**src/rtl/stream_burst_writer.sv**
```systemverilog
module stream_burst_writer #(
  parameter int WORD_COUNT = 324,
  parameter int MAX_BURST  = 256,
  parameter int ADDR_W     = 32,
  parameter int DATA_W     = 32
) (
  input  logic                clk,
  input  logic                rst,
  input  logic                start,
  output logic                done,
  output logic                err,
  input  logic [ADDR_W-1:0]   off_data,
  input  logic                off_empty,
  output logic                off_rd,
  input  logic [DATA_W-1:0]   dat_data,
  input  logic                dat_empty,
  output logic                dat_rd,
  output logic [ADDR_W-1:0]   awaddr,
  output logic [7:0]          awlen,
  output logic [2:0]          awsize,
  output logic [1:0]          awburst,
  output logic                awvalid,
  input  logic                awready,
  output logic [DATA_W-1:0]   wdata,
  output logic [DATA_W/8-1:0] wstrb,
  output logic                wlast,
  output logic                wvalid,
  input  logic                wready,
  input  logic [1:0]          bresp,
  input  logic                bvalid,
  output logic                bready
);
  localparam int BYTES      = DATA_W / 8;
  localparam int LSB        = $clog2(BYTES);
  localparam int CNT_W      = $clog2(WORD_COUNT + 1);
  localparam int NUM_BURSTS = (WORD_COUNT + MAX_BURST - 1) / MAX_BURST;
  localparam int BCNT_W     = $clog2(NUM_BURSTS + 1);

  typedef enum logic [2:0] {S_IDLE, S_OFF, S_AW, S_W, S_RESP, S_DONE} state_t;

  state_t              state;
  logic [ADDR_W-1:0]   base;
  logic [CNT_W-1:0]    word_cnt;
  logic [CNT_W-1:0]    remain;
  logic [7:0]          beat;
  logic [7:0]          len_q;
  logic [7:0]          next_len;
  logic [BCNT_W-1:0]   aw_cnt;
  logic [BCNT_W-1:0]   b_cnt;
  logic                b_take;
  logic                last_word;
  logic                resp_all;

  assign remain    = CNT_W'(WORD_COUNT) - word_cnt;
  assign next_len  = (int'(remain) > MAX_BURST) ? 8'(MAX_BURST - 1) : 8'(remain - 1'b1);
  assign last_word = (word_cnt == CNT_W'(WORD_COUNT - 1));
  assign b_take    = bvalid && bready;
  assign resp_all  = (b_cnt == aw_cnt) || (b_take && (b_cnt + 1'b1 == aw_cnt));

  assign off_rd  = (state == S_OFF) && !off_empty;

  assign awvalid = (state == S_AW);
  assign awaddr  = base + (ADDR_W'(word_cnt) << LSB);
  assign awlen   = next_len;
  assign awsize  = 3'(LSB);
  assign awburst = 2'b01;

  assign wvalid  = (state == S_W) && !dat_empty;
  assign wdata   = dat_data;
  assign wstrb   = '1;
  assign wlast   = (beat == len_q);
  assign dat_rd  = wvalid && wready;

  assign bready  = (aw_cnt != b_cnt);
  assign done    = (state == S_DONE);

  always_ff @(posedge clk) begin
    if (rst) begin
      state    <= S_IDLE;
      base     <= '0;
      word_cnt <= '0;
      beat     <= '0;
      len_q    <= '0;
      aw_cnt   <= '0;
      b_cnt    <= '0;
      err      <= 1'b0;
    end else begin
      if (b_take) begin
        b_cnt <= b_cnt + 1'b1;
        if (bresp != 2'b00) err <= 1'b1;
      end
      unique case (state)
        S_IDLE: if (start) begin
          state    <= S_OFF;
          word_cnt <= '0;
          aw_cnt   <= '0;
          b_cnt    <= '0;
          err      <= 1'b0;
        end
        S_OFF: if (off_rd) begin
          base  <= off_data & ~ADDR_W'(BYTES - 1);
          state <= S_AW;
        end
        S_AW: if (awready) begin
          len_q  <= next_len;
          beat   <= '0;
          aw_cnt <= aw_cnt + 1'b1;
          state  <= S_W;
        end
        S_W: if (dat_rd) begin
          word_cnt <= word_cnt + 1'b1;
          beat     <= beat + 1'b1;
          if (wlast) state <= last_word ? S_RESP : S_AW;
        end
        S_RESP: if (resp_all) state <= S_DONE;
        default: state <= S_IDLE;
      endcase
    end
  end

  AST_OFF_BEFORE_BUS: assert property (@(posedge clk) disable iff (rst)
    off_rd |-> !awvalid && !wvalid && (aw_cnt == '0));

  AST_AW_HOLD: assert property (@(posedge clk) disable iff (rst)
    awvalid && !awready |=> awvalid && $stable(awaddr) && $stable(awlen));

  AST_NO_OVERRUN: assert property (@(posedge clk) disable iff (rst)
    word_cnt <= CNT_W'(WORD_COUNT));

  AST_LAST_CLOSES: assert property (@(posedge clk) disable iff (rst)
    wvalid && wready && wlast |=> !wvalid);

  AST_DONE_AFTER_RESP: assert property (@(posedge clk) disable iff (rst)
    done |-> (b_cnt == aw_cnt) && (aw_cnt == BCNT_W'(NUM_BURSTS)));

  AST_DONE_PULSE: assert property (@(posedge clk) disable iff (rst)
    done |=> !done);

  AST_START_IGNORED: assert property (@(posedge clk) disable iff (rst)
    (state == S_W) && start |=> (state != S_OFF));
endmodule

```
**config.mk**
```make
export PLATFORM = sky130hd
export DESIGN_NAME = stream_burst_writer
export DESIGN_NICKNAME = d
export VERILOG_FILES = /design/src/rtl/stream_burst_writer.sv
export SDC_FILE = /design/constraint.sdc
export NUM_CORES = 1
export LEC_CHECK = 0
export ABC_AREA = 1
export BUFFER_PORTS_ARGS = -buffer_cell sky130_fd_sc_hd__clkbuf_2
export CAP_MARGIN = 20
export CORE_ASPECT_RATIO = 0.9
export CORE_MARGIN = 3
export CORE_UTILIZATION = 50
export CTS_BUF_LIST = sky130_fd_sc_hd__clkbuf_8
export CTS_CLUSTER_SIZE = 40
export DETAILED_ROUTE_END_ITERATION = 6
export HOLD_SLACK_MARGIN = 0.02
export PLACE_DENSITY = 0.81
export SLEW_MARGIN = 5
export SYNTH_ARGS = -nofsm -noshare
export SYNTH_HDL_FRONTEND = slang
export SYNTH_SLANG_ARGS = --single-unit
```
**constraint.sdc**
```tcl
create_clock -name clk -period 4.5 [get_ports clk]
set_input_delay 0.675 -clock clk [delete_from_list [all_inputs] [get_ports clk]]
set_output_delay 0.675 -clock clk [all_outputs]
set_load 0.01 [all_outputs]
```
# ---- Word level (Yosys, flattened, before mapping)
# Cells that the tools add are included.
dict set report word_totals {
  register_bits 63
  latchBits 0
  mem_bits_rw 0
  romBits 0
  out_inout_bits 89
  elab_cells 76
  n_memories 0
}
dict set report op_classes {
  addsub 7
  mul 0
  div 0
  n_lt_le_gt_ge 1
  n_eq_ne 16
  shift 0
  muxes 25
  bitwise_logic 0
  n_reduce_logical 19
}
# op n
set op_table {}
lappend op_table {{32-bit by 11-bit adder with 32-bit output} 1}
lappend op_table {{8-bit 2-to-1 mux} 3}
lappend op_table {{3-bit 2-to-1 mux} 7}
lappend op_table {{9-bit 2-to-1 mux} 2}
lappend op_table {{9-bit one-hot mux with 2 select lines} 1}
lappend op_table {{8-bit one-hot mux with 2 select lines} 1}
lappend op_table {{3-bit one-hot mux with 5 select lines} 1}
lappend op_table {{2-bit 2-to-1 mux} 5}
lappend op_table {{2-bit != test, second input constant} 5}
lappend op_table {{9-bit by 1-bit adder with 9-bit output, second input constant} 1}
lappend op_table {{9-bit == test, second input constant} 1}
lappend op_table {{9-bit greater-than comparator, second input constant} 1}
lappend op_table {{3-bit AND reduction} 3}
lappend op_table {{9-bit subtractor, first input constant} 1}
lappend op_table {{8-bit by 1-bit adder with 8-bit output, second input constant} 1}
lappend op_table {{8-bit == test} 1}
lappend op_table {{2-bit nonzero test} 4}
lappend op_table {{8-bit by 1-bit subtractor with 8-bit output, second input constant} 1}
lappend op_table {{3-bit by 2-bit == test with 1-bit output, second input constant} 2}
lappend op_table {{3-bit == test, second input constant} 2}
lappend op_table {{6-bit AND reduction} 1}
lappend op_table {{1-bit logical AND} 5}
lappend op_table {{2-bit by 1-bit adder with 2-bit output, second input constant} 2}
lappend op_table {{2-bit == test} 2}
lappend op_table {{other kinds (9)} 14}

# ---- Longest topological paths before layout
# Gate-level depths: netlist of run 1.
dict set report logic_depth {
  depth_word 6
  depth_mapped 15
  depth_no_buf 15
}

# ---- Worst setup path after synthesis of run 1
# OpenSTA, ideal clock, no wires.
dict set report synth_path {
  path_kind {register to output}
  start {register word_cnt[0]}
  end {output port awaddr[18]}
  arrival_ns 1.917
  required_ns 3.825
  path_slack_ns 1.908
  stages_incl_launch_ff 9
  path_buffers 0
  path_cell_list {dfxtp_1 -> ha_1 -> inv_1 -> fa_1 -> nand3b_1 -> nand3_1 -> nand2_1 -> nor2_1 -> xor2_1}
}
dict set report synth_via {
  elab_chain_cells 1
}
# element line_no
set synth_rtl {}
lappend synth_rtl {{start, declared} 43} ;# logic [CNT_W-1:0] word_cnt;
lappend synth_rtl {{start signal, assigned} 111} ;# word_cnt <= word_cnt + 1'b1;
lappend synth_rtl {{32-bit by 11-bit adder with 32-bit output} 63} ;# assign awaddr = base + (ADDR_W'(word_cnt) << LSB);
lappend synth_rtl {{end, declared} 18} ;# output logic [ADDR_W-1:0] awaddr,
# No other way between the ends.

# ---- Final worst setup path of run 1
# Same ends and word-level chain as after synthesis.

==> impl_results.md, run 1 <==
- Outcome: complete, no violations
- Total track usage: about 23%
- Final setup TNS: 0 ps
- H-tree level count: 3
- Ys Warns: 0
- Clock Sinks: 63
- Synth cell types: 45
- Die H: 95.9 µm
- Post-Synthesis Cells: 675
- DP Cell Count: 834
- Clock root buffer: clkbuf_8
- Max Root-Sink Buffers: 2
- Largest net degree at the start of global routing: 43
- Core area: a little under 9000 µm²
- Synth Area in XOR/XNOR: 8.97%
- Initial DRT Pass Iterations: 5
- Pwr Density: ~420 nW/µm²
- Yosys reg bits: 63
- Non-Filler Instances: between 800 and 900
- Final #Nets: around 820
- Static leakage: around 2.3 nW
- Initial drt markers: between 200 and 300
- GP Congestion: between 0.9 and 1
- Share of synthesized flip-flops with an asynchronous set or reset: 0%
- Hold WS: 456 ps
- CTS tree: done
- Number of fill cells in the layout: 866
- CP Class: register to output pin
- Slowest cell delay on critical path: 530 ps
- Postcts setup bufs: 0
- Synth top area share: between 20% and 30%
- Final setup violation count: 0
- Clock-pin slew on the worst setup and hold paths: 80 ps
- Setup ws final: 1130 ps
- Clock Latency Late Sink: 350 ps
- Vias per Instance: 5.19
- Post-synthesis sequential area ratio: 28.1%
- Multi-input logic area: 2650 µm²
- Drt total wl: between 10,000 and 15,000 µm
- Post-synthesis mux area share: 0%
- Post-route ant nets: 0
- Slew Limit Fails: 0
- Worst Path Required: 3830 ps
- DIE AREA: 10,200 µm²
- Syn-to-layout area delta: 11.2%
- Total CTS buffers: 9
- Vias in the first global route: 3,982
- Final Hold Fails: 0
- Detailed-route via count: 4,413
- WP buf/inv: 2
- Critical path fanouts, max: 9
- Setup WS pre-CTS: about 1500 ps
- Top cell type by total area after synthesis: dfxtp_1
- Gates resized, CTS repair: 0
- Initial core utilization: 51.9%
- Row cnt: 32
- PortBufs: 85
- Ranking of synthesized cells by area: dfxtp_1 28%, nand2_1 12%, nor2_1 7.6%
- CP Cell Sequence: ha_1 -> inv_1 -> fa_1 -> nand3b_1 -> nand3_1 -> nand2_1 -> nor2_1 -> xor2_1 -> clkbuf_2
- RSZ-0062 raised after global routing: no
- R2R setup slack: 2360 ps
- Synth Area in Adders: 4.07%
- Startpoint types: register
- Share of layout cells above drive strength 1: 19.7%
- Routed wl met3: 641 µm
- Drc violations: 0
- Worst-margin pin slew: 1010 ps
- Antenna Cells: 0
- Sequential cell area: between 1000 and 1500 µm²
- Uppermost layer routed: met4
- Worst VDD drop: 0.287 mV
- Max Clk Rate: 297 MHz
- Met2 WL: 5120 µm
- First-pass GRT wire length: 18,800 µm
- Chip width: ~110 µm
- # hold bufs at CTS: 0
- I/O pin count: 163
- Clk_skew: 6.72 ps
- Largest family of logic cells by synthesized area: simple AND/OR/NAND/NOR gates
- Average routed wire per standard cell: 13.5 µm
- Number of flops mapped to enable cells by yosys: 0
- Synth Area in Simple Gates: 33.9%
- Top FF cell, synth: dfxtp_1
- Post-Syn Area: between 4000 and 5000 µm²
- Crit-path leading delay family: simple AND/OR/NAND/NOR gates
- Post-Syn Area per Cell: 6.65 µm²
- Synth Area in Compound Gates: 11.1%
- DRT met1 WL: 5510 µm
- Initial antenna violation count: 0
- Final worst path period need: 3370 ps
- Tcrit/Tclk final: 74.9%
- Slowest stage cell on the critical path: dfxtp_1
- Slew margin rel.: 32.9%
- Crit path capture type: output pin
- Grt ovf: 0
- Type of the worst min-delay path: register to register
- Max Cap Viol: 0
- Final core occ: just under 60%
- HPWL Detailed: 8820 µm
- CP arrival: 2690 ps
[cells in the final DEF (no fill, tap or decap), types with 2 or more instances in the layout]
master / instances
nor3b_1: 2
clkbuf_8: 10
clkinvlp_4: 2
bufinv_16: 2
a21oi_1: 34
xor2_1: 28
inv_2: 9
nor3_1: 20
nor3_2: 2
xnor2_1: 18
inv_1: 55
nor2_2: 4
nand2_2: 15
nor2_1: 91
o21bai_1: 3
nand2_4: 4
conb_1: 11
nand3_1: 37
nor4_1: 3
dfxtp_1: 63
nand4_1: 11
nand2_1: 138
o21ai_1: 7
clkbuf_2: 85
o21ai_0: 40
nand3b_1: 2
ha_1: 13
[cells in the mapped netlist (2+ instances only)]
library cell and instances:
o21ai_0 40, dfxtp_1 63, buf_2 3, nand2_2 15
nand4_1 11, nor3_1 20, inv_2 9, nand2_1 138
inv_1 55, conb_1 2, o21ai_1 7, nor2_2 4
nor3b_1 2, nand3_1 37, nor3_2 2, a21oi_1 34
buf_4 43, nand3b_1 2, nor2_1 91, o21bai_1 3
nand2_4 4, xor2_1 28, ha_1 13, xnor2_1 18
nor4_1 3, clkbuf_1 9
[worst min-delay path, stage by stage (launching register included)]
cell,delay [ps]
dfxtp_1,310
inv_1,50
a21oi_1,50
[worst paths after layout]
path / from / end / depth (start not counted)
hold / removal: err$_SDFF_PP0_ / err$_SDFF_PP0_ / 2
setup reg to reg: word_cnt[0]$_SDFFE_PP0P_ / len_q[7]$_SDFFE_PP0P_ / 13
hold reg to reg: err$_SDFF_PP0_ / err$_SDFF_PP0_ / 2
setup / recovery: word_cnt[0]$_SDFFE_PP0P_ / awaddr[18] / 9
[sequential cells by signal, indices dropped and copies added, names as in the netlist]
| name | flops |
|---|---|
| aw_cnt | 2 |
| b_cnt | 2 |
| base | 30 |
| beat | 8 |
| err | 1 |
| len_q | 8 |
| state | 3 |
| word_cnt | 9 |
[where the power goes]
part / internal, W / switching, W / total, W
clock: 0.000330 / 0.000243 / 0.000573
combinational: 0.000280 / 0.000477 / 0.000757
sequential: 0.000660 / 0.000102 / 0.000761
total: 0.00127 / 0.000822 / 0.00209
[stage by stage]
step / instance area (µm²) / total power, W
6_report: 4990 / 0.00209
3_3_place_gp: 4740 / 0.00148
5_1_grt: 4990 / 0.00223
3_5_place_dp: 4740 / 0.00151
2_1_floorplan: 4530 / 0.00131
4_1_cts: 4970 / 0.00208
[logic make-up (layout without fill, tap and decap cells)]
logic type,count (synthesis),in the layout
xor+xnor,46,46
fa+ha+maj,14,14
buf+inv,120,168
simple gates,337,337
other cells,2,11
compound gates,93,93
flops,63,63
[metal layers]
metal  vias up  GRT usage [%]
li1       2224              -
met1      2017           31.3
met3        23           3.62
met5         -              0
met2       149           36.2
met4         0           8.31
[final cells by class]
class | instances | share of cell area [%]
Inverter | 65 | 4.89
Sequential cell | 63 | 25.3
Tap cell | 119 | 2.98
Timing Repair Buffer | 87 | 9.22
Multi-Input combinational cell | 501 | 53.0
Clock inverter | 6 | 1.85
Clock buffer | 10 | 2.76
Power figures use the tool's default switching activity.
==> inputs of run 2 (changes only) <==
--- a/config.mk
+++ b/config.mk
@@ -10,12 +10,12 @@
 export CAP_MARGIN = 20
 export CORE_ASPECT_RATIO = 0.9
 export CORE_MARGIN = 3
-export CORE_UTILIZATION = 50
+export CORE_UTILIZATION = 47
 export CTS_BUF_LIST = sky130_fd_sc_hd__clkbuf_8
 export CTS_CLUSTER_SIZE = 40
 export DETAILED_ROUTE_END_ITERATION = 6
 export HOLD_SLACK_MARGIN = 0.02
-export PLACE_DENSITY = 0.81
+export PLACE_DENSITY = 0.79
 export SLEW_MARGIN = 5
 export SYNTH_ARGS = -nofsm -noshare
 export SYNTH_HDL_FRONTEND = slang
==> constraint.sdc (replaced) <==
create_clock -name clk -period 3 [get_ports clk]
set_input_delay 0.45 -clock clk [delete_from_list [all_inputs] [get_ports clk]]
set_output_delay 0.45 -clock clk [all_outputs]
set_load 0.01 [all_outputs]
==> impl_results.md, run 2 (same netlist as run 1, synthesis figures left out) <==
- Type of the worst min-delay path: input pin to register
- WP buf/inv: 2 (unchanged)
- Vias per Instance: 5.07 (-2.3%)
- I/O pin count: 163 (unchanged)
- Core area: 9210 µm² (+6.5%)
- Int Power: 0.00208 W (+64%)
- Final setup TNS: 0 ps (unchanged)
- Clock-pin slew on the worst setup and hold paths: 80 ps (about the same)
- Top flop regs: base: 30 flops, word_cnt: 9 flops
- Slew margin rel.: 63.4% (+31 points)
- Row cnt: 33 (+3.1%)
- R2R setup slack: 990 ps (-1370 ps)
- P_sw: 0.00123 W (+50%)
- Non-Filler Instances: 858 (+0.82%)
- Setup WS pre-CTS: 390 ps (-1130 ps)
- Most common cell after layout, fill and taps aside: nand2_1
- Outcome: complete, no violations
- Tcrit/Tclk final: 94.0%
- Grt ovf: 0 (unchanged)
- Share of layout cells above drive strength 1: 21.1% (+1.4 points)
- Setup ws final: 181 ps (-950 ps)
- Final core occ: 55.3% (-2.4 points)
- Reg with most FFs: base
- Final setup violation count: 0 (unchanged)
- Final Hold Fails: 0 (unchanged)
- Slowest cell delay on critical path: 370 ps (-160 ps)
- CP Cell Sequence: ha_1 -> nand2_1 -> o21ai_2 -> a21boi_1 -> o21ai_2 -> buf_4 -> nand3_1 -> xor2_1 -> clkbuf_2
- Initial DRT Pass Iterations: 5 (unchanged)
- Pwr Density: 649 nW/µm² (+55%)
- HPWL Detailed: 8850 µm (+0.34%)
- First-pass GRT wire length: 18,800 µm (+0.44%)
- Drc violations: 0 (unchanged)
- Clock Latency Late Sink: 340 ps (about the same)
- Critical path fanouts, max: 8 (-1)
- Fin area: 5090 µm² (+2.0%)
- Most frequent cells in the layout: 136 x nand2_1, 90 x nor2_1, 85 x clkbuf_2
- Crit-path leading delay family: compound AO/OA/AOI/OAI gates
- Number of flip-flops under the largest register name: 30 (unchanged)
- Max Cap Viol: 0 (unchanged)
- Worst-margin pin slew: 547 ps (-459 ps)
- DP Cell Count: 839 (+0.60%)
- Vias in the first global route: 4,053 (+1.8%)
- GP Congestion: 0.973 (+4.0%)
- Slowest stage cell on the critical path: dfxtp_2
- Startpoint types: register
- Antenna Cells: 0 (unchanged)
- Combinational share of power: 34.7% (-1.5 points)
- Chip width: 109 µm (+3.0%)
- Slew Limit Fails: 0 (unchanged)
- Max Root-Sink Buffers: 2 (unchanged)
- Final #Nets: 819 (+0.49%)
- Initial antenna violation count: 0 (unchanged)
- Clk_skew: 8.65 ps (+1.92 ps)
- CP arrival: 2370 ps (-320 ps)
- Syn-to-layout area delta: 13.3%
- H-tree level count: 3 (unchanged)
- Clock Sinks: 63 (unchanged)
- Clock power frac: 30.9% (+3.5 points)
- Sequential power share: 34.3% (-2.1 points)
- Placed cell area: 4750 µm² (+0.40%)
- Die H: 98.7 µm (+3.0%)
- Initial drt markers: 234 (-14%)
- Drt total wl: 11,400 µm (-0.57%)
- Static leakage: 2.41 nW (+2.6%)
- RSZ-0062 raised after global routing: no
- Final worst path period need: 2820 ps
- Initial core utilization: 48.8% (-3.2 points)
- CTS tree: done
- Post-route ant nets: 0 (unchanged)
- Worst VDD drop: 0.400 mV (+39%)
- Crit path capture type: output pin
- CP most frequent cell: o21ai_2
- Average routed wire per standard cell: 13.3 µm (-1.4%)
- Worst Path Required: 2550 ps (-1280 ps)
- DIE AREA: 10,800 µm² (+6.0%)
- PortBufs: 85 (unchanged)
- Total CTS buffers: 9 (unchanged)
- Largest net degree at the start of global routing: 43 (unchanged)
- Sw Share: 37.2% (-2.1 points)
- CP Class: register to output pin
- Clock root buffer: clkbuf_8
- Detailed-route via count: 4,348 (-1.5%)
- Max Clk Rate: 355 MHz
- Total track usage: 21.4% (-1.3 points)
run 2: cell types whose count changed in the layout (fill, tap and decap cells not counted), sizes merged:
cell      before  now
buf            2    6
bufinv         2    4
clkinvlp       2    0
clkinv         2    1
inv           65   66
run 2: area by class of cell:
cell class                      instances  area, µm²
Sequential cell                        63       1260
Multi-Input combinational cell        501       2670
Fill cell                             890       4120
Inverter                               65        244
Timing Repair Buffer                   91        490
Clock buffer                           10        138
Clock inverter                          6        138
Tap cell                              122        153
run 2: worst register-to-register path: cells and delay by family, from the launching register on:
kind | cells | cell delay [ps]
AND/OR/NAND/NOR | 9 | 990
buffers and inverters | 3 | 310
adder cells (fa/ha/maj) | 1 | 330
flip-flops | 1 | 340
run 2: routing by layer:
metal / track usage, % / vias to the layer above / wire length [µm]
li1: - / 2239 / -
met1: 30.1 / 1936 / 5340
met2: 33.1 / 150 / 5010
met3: 5.04 / 23 / 875
met4: 5.44 / 0 / 196
met5: 0 / - / 0
run 2: path summary, 6_finish.rpt:
kind                            cells past startpoint                startpoint                     to
worst min register to register                      2            err$_SDFF_PP0_         err$_SDFF_PP0_
worst max register to register                     13  word_cnt[0]$_SDFFE_PP0P_  len_q[7]$_SDFFE_PP0P_
worst min-delay path                                3              off_data[31]  base[31]$_SDFFE_PP0P_
worst max-delay path                                9  word_cnt[2]$_SDFFE_PP0P_             awaddr[23]
run 2: metrics by stage:
| stage | hold WS, ps | power [W] |
|---|---|---|
| 3_5_place_dp | 452 | 0.00226 |
| 6_report | 328 | 0.00330 |
| 2_1_floorplan | 439 | 0.00196 |
| 5_1_grt | 310 | 0.00352 |
| 3_3_place_gp | 439 | 0.00223 |
| 4_1_cts | 311 | 0.00329 |
run 2: repair_timing:
item	4_1_cts	5_1_grt
buffers inserted	0	2
hold buffers	0	0
endpoints found under the setup margin	0	16
gates resized for setup	0	8
run 2: power groups by stage:
stage / Combinational, W / Clock, W / Sequential (W)
final: 0.00115 / 0.00102 / 0.00113
after global routing: 0.00128 / 0.00108 / 0.00116
after CTS: 0.00112 / 0.00104 / 0.00113
after detailed placement: 0.00111 / 0 / 0.00115
after global placement: 0.00108 / 0 / 0.00114
after floorplan: 0.000850 / 0 / 0.00111
==> inputs of run 3 (changes only) <==
--- a/config.mk
+++ b/config.mk
@@ -15,7 +15,7 @@
 export CTS_CLUSTER_SIZE = 40
 export DETAILED_ROUTE_END_ITERATION = 6
 export HOLD_SLACK_MARGIN = 0.02
-export PLACE_DENSITY = 0.79
+export PLACE_DENSITY_LB_ADDON = 0.1
 export SLEW_MARGIN = 5
 export SYNTH_ARGS = -nofsm -noshare
 export SYNTH_HDL_FRONTEND = slang
==> impl_results.md, run 3 (same netlist as run 1, synthesis figures left out) <==
- Met2 WL: 4920 µm (-1.8%)
- P_sw: 0.00120 W (-2.5%)
- Largest net degree at the start of global routing: 25 (-42%)
- Share of layout cells above drive strength 1: 20.4% (-0.62 points)
- Clock Latency Late Sink: 350 ps (about the same)
- Non-Filler Instances: 856 (-0.23%)
- Initial core utilization: 48.8% (unchanged)
- Final #Nets: 818 (-0.12%)
- Max Clk Rate: 345 MHz (-2.7%)
- Outcome: complete, no violations
- CP Cell Sequence: ha_1 -> a21oi_1 -> a21boi_1 -> o21ai_4 -> nand2_1 -> nor2_1 -> nand2_1 -> nand2_1 -> clkbuf_2
- PortBufs: 85 (unchanged)
- Tcrit/Tclk final: 96.6% (+2.6 points)
- DIE AREA: 10,800 µm² (unchanged)
- Slew Limit Fails: 0 (unchanged)
- Vias in the first global route: 3,938 (-2.8%)
- DRT met1 WL: 5660 µm (+5.9%)
- Static leakage: 2.37 nW (-1.6%)
- Max Root-Sink Buffers: 2 (unchanged)
- Drc violations: 0 (unchanged)
- Clock power frac: 24.0% (-6.9 points)
- Combinational share of power: 38.0% (+3.3 points)
- Top flop regs: base: 30 flops, word_cnt: 9 flops
- GP Congestion: 0.892 (-8.3%)
- Pwr Density: 597 nW/µm² (-8.1%)
- Clk_skew: 9.86 ps (+1.21 ps)
- Row cnt: 33 (unchanged)
- Clock-pin slew on the worst setup and hold paths: 70 ps (about the same)
- Worst Path Required: 2550 ps (about the same)
- CP Class: register to output pin
- Die H: 98.7 µm (unchanged)
- Sequential power share: 38.0% (+3.7 points)
- Detailed-route via count: 4,391 (+0.99%)
- HPWL Detailed: 8920 µm (+0.75%)
- Chip width: 109 µm (unchanged)
- Number of flip-flops under the largest register name: 30 (unchanged)
- Drt total wl: 11,600 µm (+1.7%)
- Vias per Instance: 5.13 (+1.2%)
- Final worst path period need: 2900 ps (+78.4 ps)
- I/O pin count: 163 (unchanged)
- Average routed wire per standard cell: 13.6 µm (+2.0%)
- Core area: 9210 µm² (unchanged)
- Final core occ: 54.2% (-1.0 points)
- Crit path capture type: output pin
- Type of the worst min-delay path: input pin to register
- Critical path fanouts, max: 7 (-1)
- Final setup violation count: 0 (unchanged)
- Uppermost layer routed: met4
- Post-route ant nets: 0 (unchanged)
- CP arrival: 2450 ps (+80 ps)
- Worst VDD drop: 0.367 mV (-8.3%)
- Grt ovf: 0 (unchanged)
- Slew margin rel.: 52.1% (-11 points)
- Total CTS buffers: 9 (unchanged)
- Most frequent cells in the layout: 138 x nand2_1, 91 x nor2_1, 85 x clkbuf_2
- Max Cap Viol: 0 (unchanged)
- Clock Sinks: 63 (unchanged)
- Int Power: 0.00178 W (-14%)
- Number of fill cells in the layout: 945 (+6.2%)
- Syn-to-layout area delta: 11.2%
- Slowest stage cell on the critical path: dfxtp_1
- Initial drt markers: 197 (-16%)
- First-pass GRT wire length: 19,000 µm (+0.91%)
- Antenna Cells: 0 (unchanged)
- Startpoint types: register
- Worst-margin pin slew: 718 ps (+172 ps)
- Sw Share: 40.2% (+3.0 points)
- Reg with most FFs: base
- Setup ws final: 103 ps (-78.4 ps)
- Initial DRT Pass Iterations: 5 (unchanged)
- DP Cell Count: 840 (+0.12%)
- Fin area: 4990 µm² (-1.9%)
- H-tree level count: 3 (unchanged)
- Most common cell after layout, fill and taps aside: nand2_1
- Final Hold Fails: 0 (unchanged)
- Placed cell area: 4780 µm² (+0.58%)
- Initial antenna violation count: 0 (unchanged)
- CP most frequent cell: nand2_1
- Setup WS pre-CTS: 397 ps (+6.16 ps)
- RSZ-0062 raised after global routing: yes
- Slowest cell delay on critical path: 490 ps (+120 ps)
- Clock root buffer: clkbuf_8
- Total track usage: 22.1% (+0.71 points)
- CTS tree: done
- Routed wl met3: 784 µm (-10%)
## run 3: changes by cell type in the layout (fill, tap and decap cells not counted), moves of 2 or more
cell / delta
inv_1: +2
nand2_1: +2
nand2_2: -2
clkinv_2: +2
inv_6: -2
bufinv_16: -3
## run 3: power groups by stage
stage / Clock (W) / Combinational [W] / Sequential (W)
CTS: 0.000736 / 0.00114 / 0.00113
floorplan: 0 / 0.000850 / 0.00111
global placement: 0 / 0.00109 / 0.00115
detailed placement: 0 / 0.00113 / 0.00115
finish: 0.000714 / 0.00113 / 0.00113
global route: 0.000772 / 0.00129 / 0.00115
## run 3: critical path: cells and delay by family, from the launching register on
family	cells	cell delay [ps]
AOI/OAI and AO/OA	3	760
and+or+nand+nor	4	370
buffers and inverters	1	130
DFF	1	490
adders and majority gates	1	330
## run 3: worst paths after layout
path | startpoint | endpoint | slack, ps | cells after the start
setup / recovery | word_cnt[4]$_SDFFE_PP0P_ | awaddr[19] | 100 | 9
hold / removal | off_data[22] | base[22]$_SDFFE_PP0P_ | 320 | 3
setup reg to reg | word_cnt[0]$_SDFFE_PP0P_ | len_q[7]$_SDFFE_PP0P_ | 940 | 13
hold reg to reg | err$_SDFF_PP0_ | err$_SDFF_PP0_ | 450 | 2
## run 3: layout make-up
| class | count | area, µm² | share of cell area [%] |
|---|---|---|---|
| repair buffers | 90 | 483 | 9.67 |
| clock inverters | 6 | 55.1 | 1.10 |
| flip-flops and latches | 63 | 1260 | 25.3 |
| well taps | 122 | 153 | 3.06 |
| clock buffers | 9 | 124 | 2.48 |
| inverters | 65 | 244 | 4.88 |
| multi-input cells | 501 | 2670 | 53.5 |
## run 3: what timing repair did
| item | in CTS | in global routing |
|---|---|---|
| hold buffers | 0 | 0 |
| setup endpoints to repair | 1 | 11 |
| setup buffers | 0 | 1 |
| resized for setup | 1 | 8 |
| pin swaps | 0 | 1 |
## run 3: stage by stage
step | hold WS [ps] | TNS, ps | total power (W)
final | 320 | 0 | 0.00298
after global routing | 320 | -69.3 | 0.00321
after CTS | 307 | 0 | 0.00301
after detailed placement | 449 | 0 | 0.00228
after global placement | 442 | 0 | 0.00224
after floorplan | 439 | 0 | 0.00196
## run 3: metal layers
layer | global-route usage (%) | vias to the layer above
li1 | - | 2231
met1 | 31.1 | 1982
met5 | 0 | -
met4 | 8.74 | 0
met2 | 32.4 | 139
met3 | 5.57 | 39
